### config.mk
export PLATFORM = sky130hd
export DESIGN_NAME = pred_wb_unit
export DESIGN_NICKNAME = d
export VERILOG_FILES = /design/src/rtl/pwu_pkg.sv /design/src/rtl/pwu_rst_sync.sv /design/src/rtl/pwu_lane_mask.sv /design/src/rtl/pwu_wb_former.sv /design/src/rtl/pwu_regfile.sv /design/src/rtl/pred_wb_unit.sv
export SDC_FILE = /design/constraint.sdc
export NUM_CORES = 2
export LEC_CHECK = 0
export CORE_MARGIN = 2
export CORE_UTILIZATION = 33
export DETAILED_ROUTE_END_ITERATION = 12
export DONT_BUFFER_PORTS = 1
export GPL_TIMING_DRIVEN = 0
export PLACE_DENSITY = 0.46
export SYNTH_ARGS = -nofsm -noshare
export SYNTH_HDL_FRONTEND = slang
export SYNTH_SLANG_ARGS = --single-unit
### constraint.sdc
create_clock -name clk -period 156.2 [get_ports clk]
set_clock_uncertainty 0.2 [all_clocks]
set_input_delay 15.62 -clock clk [delete_from_list [all_inputs] [get_ports clk]]
set_output_delay 15.62 -clock clk [all_outputs]
set_load 0.01 [all_outputs]
### src/rtl/pwu_pkg.sv
package pwu_pkg;
  localparam int unsigned XLEN    = 64;
  localparam int unsigned NBYTES  = XLEN / 8;
  localparam int unsigned BIDX_W  = $clog2(NBYTES);
  localparam int unsigned EW_W    = 2;

  typedef enum logic [EW_W-1:0] {
    EW_B8  = 2'b00,
    EW_B16 = 2'b01,
    EW_B32 = 2'b10,
    EW_B64 = 2'b11
  } elem_width_e;
endpackage

### src/rtl/pwu_rst_sync.sv
module pwu_rst_sync #(
  parameter int unsigned STAGES = 2
) (
  input  logic clk,
  input  logic arst_n,
  output logic srst_n
);
  logic [STAGES-1:0] sync_q;
  logic [STAGES-1:0] sync_d;

  always_comb begin
    sync_d = {sync_q[STAGES-2:0], 1'b1};
  end

  always_ff @(posedge clk or negedge arst_n) begin
    if (!arst_n) sync_q <= '0;
    else         sync_q <= sync_d;
  end

  assign srst_n = sync_q[STAGES-1];
endmodule

### src/rtl/pwu_lane_mask.sv
module pwu_lane_mask
  import pwu_pkg::*;
#(
  parameter int unsigned NB = NBYTES
) (
  input  logic [EW_W-1:0] ew_sel,
  input  logic [NB-1:0]   pred,
  input  logic            pred_inv,
  output logic [NB-1:0]   lane_mask
);
  localparam int unsigned IW = $clog2(NB);

  for (genvar b = 0; b < NB; b++) begin : g_lane
    logic [IW-1:0] elem_idx;
    always_comb begin
      elem_idx     = IW'(b) >> ew_sel;
      lane_mask[b] = pred[elem_idx] ^ pred_inv;
    end
  end
endmodule

### src/rtl/pwu_wb_former.sv
module pwu_wb_former
  import pwu_pkg::*;
#(
  parameter int unsigned NB = NBYTES
) (
  input  logic            wr_valid,
  input  logic            zero_mode,
  input  logic [NB-1:0]   lane_mask,
  input  logic [NB*8-1:0] result,
  output logic [NB*8-1:0] wr_data,
  output logic [NB-1:0]   byte_we
);
  logic [NB-1:0] strobe_src;

  always_comb begin
    strobe_src = zero_mode ? {NB{1'b1}} : lane_mask;
    byte_we    = strobe_src & {NB{wr_valid}};
  end

  for (genvar b = 0; b < NB; b++) begin : g_byte
    always_comb begin
      if (zero_mode && !lane_mask[b]) wr_data[b*8 +: 8] = 8'h00;
      else                            wr_data[b*8 +: 8] = result[b*8 +: 8];
    end
  end
endmodule

### src/rtl/pwu_regfile.sv
module pwu_regfile #(
  parameter int unsigned DEPTH = 32,
  parameter int unsigned NB    = 8
) (
  input  logic                     clk,
  input  logic                     rst_n,
  input  logic [$clog2(DEPTH)-1:0] wr_addr,
  input  logic [NB-1:0]            byte_we,
  input  logic [NB*8-1:0]          wr_data,
  input  logic [$clog2(DEPTH)-1:0] rd_addr,
  output logic [NB*8-1:0]          rd_data
);
  localparam int unsigned AW = $clog2(DEPTH);
  localparam int unsigned DW = NB * 8;

  logic [DEPTH-1:0][DW-1:0] rows;

  for (genvar e = 0; e < DEPTH; e++) begin : g_row
    logic          hit;
    logic [NB-1:0] row_en;
    logic [DW-1:0] row_q;
    logic [DW-1:0] row_d;

    always_comb begin
      hit    = (wr_addr == AW'(e));
      row_en = byte_we & {NB{hit}};
      row_d  = row_q;
      for (int b = 0; b < NB; b++) begin
        if (row_en[b]) row_d[b*8 +: 8] = wr_data[b*8 +: 8];
      end
    end

    always_ff @(posedge clk or negedge rst_n) begin
      if (!rst_n)      row_q <= '0;
      else if (|row_en) row_q <= row_d;
    end

    assign rows[e] = row_q;
  end

  assign rd_data = rows[rd_addr];

  for (genvar b = 0; b < NB; b++) begin : g_chk

    wr_byte_lands_chk: assert property (@(posedge clk) disable iff (!rst_n)
      (byte_we[b] && wr_addr == rd_addr) |=>
        (rd_addr != $past(rd_addr)) || (rd_data[b*8 +: 8] == $past(wr_data[b*8 +: 8])));

    masked_byte_hold_chk: assert property (@(posedge clk) disable iff (!rst_n)
      (!byte_we[b] && wr_addr == rd_addr) |=>
        (rd_addr != $past(rd_addr)) || (rd_data[b*8 +: 8] == $past(rd_data[b*8 +: 8])));
  end
endmodule

### src/rtl/pred_wb_unit.sv
module pred_wb_unit
  import pwu_pkg::*;
#(
  parameter int unsigned DEPTH = 32
) (
  input  logic                     clk,
  input  logic                     rst_n,
  input  logic                     wr_valid,
  input  logic [$clog2(DEPTH)-1:0] wr_addr,
  input  logic [XLEN-1:0]          result,
  input  logic [NBYTES-1:0]        pred,
  input  logic [EW_W-1:0]          ew_sel,
  input  logic                     pred_inv,
  input  logic                     zero_mode,
  input  logic [$clog2(DEPTH)-1:0] rd_addr,
  output logic [XLEN-1:0]          rd_data,
  output logic [XLEN-1:0]          wr_data,
  output logic [NBYTES-1:0]        byte_we
);
  logic              srst_n;
  logic              wr_valid_g;
  logic [NBYTES-1:0] lane_mask;

  pwu_rst_sync #(.STAGES(2)) u_rst (
    .clk    (clk),
    .arst_n (rst_n),
    .srst_n (srst_n)
  );

  // writes are held off until the synchronised reset is released
  assign wr_valid_g = wr_valid & srst_n;

  pwu_lane_mask #(.NB(NBYTES)) u_mask (
    .ew_sel    (ew_sel),
    .pred      (pred),
    .pred_inv  (pred_inv),
    .lane_mask (lane_mask)
  );

  pwu_wb_former #(.NB(NBYTES)) u_form (
    .wr_valid  (wr_valid_g),
    .zero_mode (zero_mode),
    .lane_mask (lane_mask),
    .result    (result),
    .wr_data   (wr_data),
    .byte_we   (byte_we)
  );

  pwu_regfile #(.DEPTH(DEPTH), .NB(NBYTES)) u_rf (
    .clk     (clk),
    .rst_n   (srst_n),
    .wr_addr (wr_addr),
    .byte_we (byte_we),
    .wr_data (wr_data),
    .rd_addr (rd_addr),
    .rd_data (rd_data)
  );


  idle_no_strobe_chk: assert property (@(posedge clk) disable iff (!srst_n)
    !wr_valid |-> (byte_we == '0));

  zero_fill_all_chk: assert property (@(posedge clk) disable iff (!srst_n)
    (wr_valid && zero_mode) |-> (byte_we == '1));

  zero_fill_b0_chk: assert property (@(posedge clk) disable iff (!srst_n)
    (zero_mode && ew_sel == EW_B8 && (pred[0] == pred_inv)) |-> (wr_data[7:0] == 8'h00));

  whole_elem_chk: assert property (@(posedge clk) disable iff (!srst_n)
    (ew_sel == EW_B64 && !zero_mode && wr_valid) |-> (byte_we == '0 || byte_we == '1));

  merge_pass_chk: assert property (@(posedge clk) disable iff (!srst_n)
    !zero_mode |-> (wr_data == result));
endmodule

==> flow_metrics.tcl <==
set metrics [dict create \
    syn_inst 7261 \
    synth.avg_cell_area_um2 12.4 \
    setup_violations 0 \
    overflow 0 \
    async_reset_ff_frac 1.00 \
    p_sw_frac 0.278 \
    grt_pass1_vias 69200 \
    synth_top_area_frac 0.568 \
    clkLatencyLatePin_ns 0.90 \
    ys_seq_area_frac 0.568 \
    regArea_um2 51300 \
    reg2reg_depth 12 \
    synthToLayoutAreaGrowth_pct 15.7 \
    p_leak_nw 43.6 \
    synth_area_um2 90300 \
    power_switching_mw 0.379 \
    synth-edff-count 0 \
    die_x_um 527 \
    path_max_fanout 10 \
    nets 7665 \
    wl_met1_um 163000 \
    final_area_um2 104000 \
    synth_top_family_by_area "compound AO/OA/AOI/OAI gates" \
    hold_viol 0 \
    synthTopCellsByCount "dfrtp_1, o21ai_0, nand2_1" \
    place.gp.congestion 0.957 \
    routedWlPerCell_um 36.3 \
    nFillCells 26400 \
    synth_xor_area_frac 0.00103 \
    violations "capacitance limit, slew limit" \
    clockPowerShare 0.415 \
    cap_violations 3 \
    multiInputGateArea_um2 36300 \
    num_rows 192 \
    pwr_density_cell_nw_per_um2 13.0 \
    die_y_um 527 \
    hp-class "flip-flop to flip-flop" \
    die_area_um2 278000 \
    synth-simple-area-share 0.0555 \
    fin_tns_setup_ns 0 \
    r2r_slack_ns 149.57 \
    max_clock_freq_ghz 0.0271 \
    internal_power_mw 0.984 \
    worstReg2RegEnd "u_rf.g_row[9].row_q[13]$_DFFE_PN0P_" \
    clockBufferDepth 4 \
    combPwrFrac 0.135 \
    synth_flop_cell "dfrtp_1" \
    synth.most_common_cell "dfrtp_1" \
    ctsHtreeMaxLevel 4 \
    postCtsResizedCells 0 \
    critPathLaunchType "input port" \
    outcome "complete, but fails checks" \
    max_slew_margin -0.0673 \
    r2r-start "u_rst.sync_q[1]$_DFF_PN0_" \
    synth_warnings 0 \
    initial_core_util 0.331 \
    pin_count 225 \
    grt_max_degree 72 \
    synthTopCellsByArea "dfrtp_1, mux4_2, o2bb2ai_1, o21ai_0, nand2_1" \
    ir_drop_mv 0.00855 \
    top_layer "met5" \
    min_path_cells 0 \
    min_to "u_rst.sync_q[1]$_DFF_PN0_" \
    crit_type "input port to output port" \
    setup.worst_path.end_class "output port" \
    worst_pin_slew_ns 1.60 \
    grtUsageTotal 0.294 \
    place_area_um2 96600 \
    antenna_found_initial 36 \
    cp.arrival_ns 21.03 \
    min_period_ns 36.85 \
    drt_iter0_drc 8170 \
    seq_power_share 0.449 \
    met2_length_um 182000 \
    ys_seq_elements 2050 \
    cts_setup_buffers 0 \
    fp.coreArea_um2 273000 \
    synth_nets 7354 \
    synth_mux_area_frac 0.166 \
    dpl.hpwl_um 304000 \
    wl_met3_um 40700 \
    vias 68500 \
    clockRootBuffer "clkbuf_16" \
    synth_fa_ha_area_frac 0.000554 \
    whs_ns 0.145 \
    hp-start "u_rst.sync_q[0]$_DFF_PN0_" \
    detail-route-antenna-nets 0 \
    post_drt_via_cell_ratio 6.03 \
    cts_buffers 231 \
    yosys.area.top_type "dfrtp_1" \
    slew_violations 19 \
    layout-drive-gt1-share 0.171 \
    cts_hold_buffers 0 \
    cts_sinks 2050 \
    rsz0062_at_grt "false" \
    worstPathRequired_ns 140.38 \
    io_buffer_count 0 \
    routed_wl_um 413000 \
    grt_pass1_wl_um 569000 \
    path_clk_slew_ns 0.05 \
    min_period_over_period 0.236 \
    drc 0 \
    cts_tree "done" \
    drt_pass1_iterations 6 \
    synth.distinct_cells 44 \
    synth_compound_area_frac 0.178 \
]
[flip-flops by register name (all words and copies together), names as in the netlist]
signal	flops
u_rf.g_row.row_q	2048
u_rst.sync_q	2
[through the flow]
step,power (mW),instances,setup slack (ns),util
5_1_grt,1.41,11300,119.49,0.383
4_1_cts,1.36,11300,119.56,0.383
2_1_floorplan,0.729,7261,82.84,-
3_3_place_gp,0.799,10900,58.61,0.347
3_5_place_dp,0.803,10900,119.55,0.354
6_report,1.36,11400,119.35,0.383
[critical path, stage by stage]
cell and delay (ns):
buf_2 0.49, buf_2 0.98, buf_2 0.85, buf_4 0.55
buf_1 1.21, mux2i_1 0.20, a221oi_1 1.02
[layout make-up]
cell class | count | share of cell area
flip-flops and latches | 2050 | 0.491
well taps | 3589 | 0.0430
repair buffers | 78 | 0.0163
diodes | 16 | 0.000383
plain buffers | 662 | 0.0257
inverters | 38 | 0.00137
clock buffers | 343 | 0.0662
multi-input cells | 4511 | 0.348
clock inverters | 71 | 0.00801
[routing by layer]
metal | global-route usage | vias up
met5 | 0 | -
met3 | 0.0900 | 870
met4 | 0.160 | 10
met2 | 0.441 | 3457
met1 | 0.379 | 36500
li1 | - | 27700
[worst max-delay path by stage]
stage                                    startpoint  slack (ns)          end
after CTS                                rd_addr[1]      119.56  rd_data[57]
final                                    rd_addr[1]      119.35  rd_data[57]
after global placement    u_rst.sync_q[1]$_DFF_PN0_       58.61   byte_we[5]
after floorplan           u_rst.sync_q[1]$_DFF_PN0_       82.84   byte_we[0]
after global routing                     rd_addr[1]      119.49  rd_data[58]
after detailed placement                 rd_addr[1]      119.55  rd_data[57]
[layout by cell type (no fill, tap or decap), types with 37 or more instances in the layout]
master     instances
buf_16            41
buf_2            117
clkbuf_1         545
clkbuf_16        235
clkbuf_8          63
clkinv_2          38
dfrtp_1         2049
inv_1             37
mux2_2            86
mux2i_1           81
mux4_2           586
nand2_1         1110
o21ai_0         1476
o2bb2ai_1        912
[cells by family after synthesis]
| kind of cell | after synthesis |
|---|---|
| AND/OR/NAND/NOR | 1266 |
| other | 1 |
| AO/OA/AOI/OAI | 2476 |
| buffers and inverters | 700 |
| adder cells (fa/ha/maj) | 4 |
| flip-flops | 2050 |
| multiplexers | 756 |
| XOR/XNOR | 8 |
[power by group through the flow]
stage          sequential, mW  combinational, mW  clock (mW)
6_report                0.613              0.185       0.566
5_1_grt                 0.617              0.197       0.592
4_1_cts                 0.611              0.183       0.570
3_3_place_gp            0.634              0.164           0
2_1_floorplan           0.622              0.107           0
3_5_place_dp            0.620              0.183           0
Power figures use the tool's default switching activity.
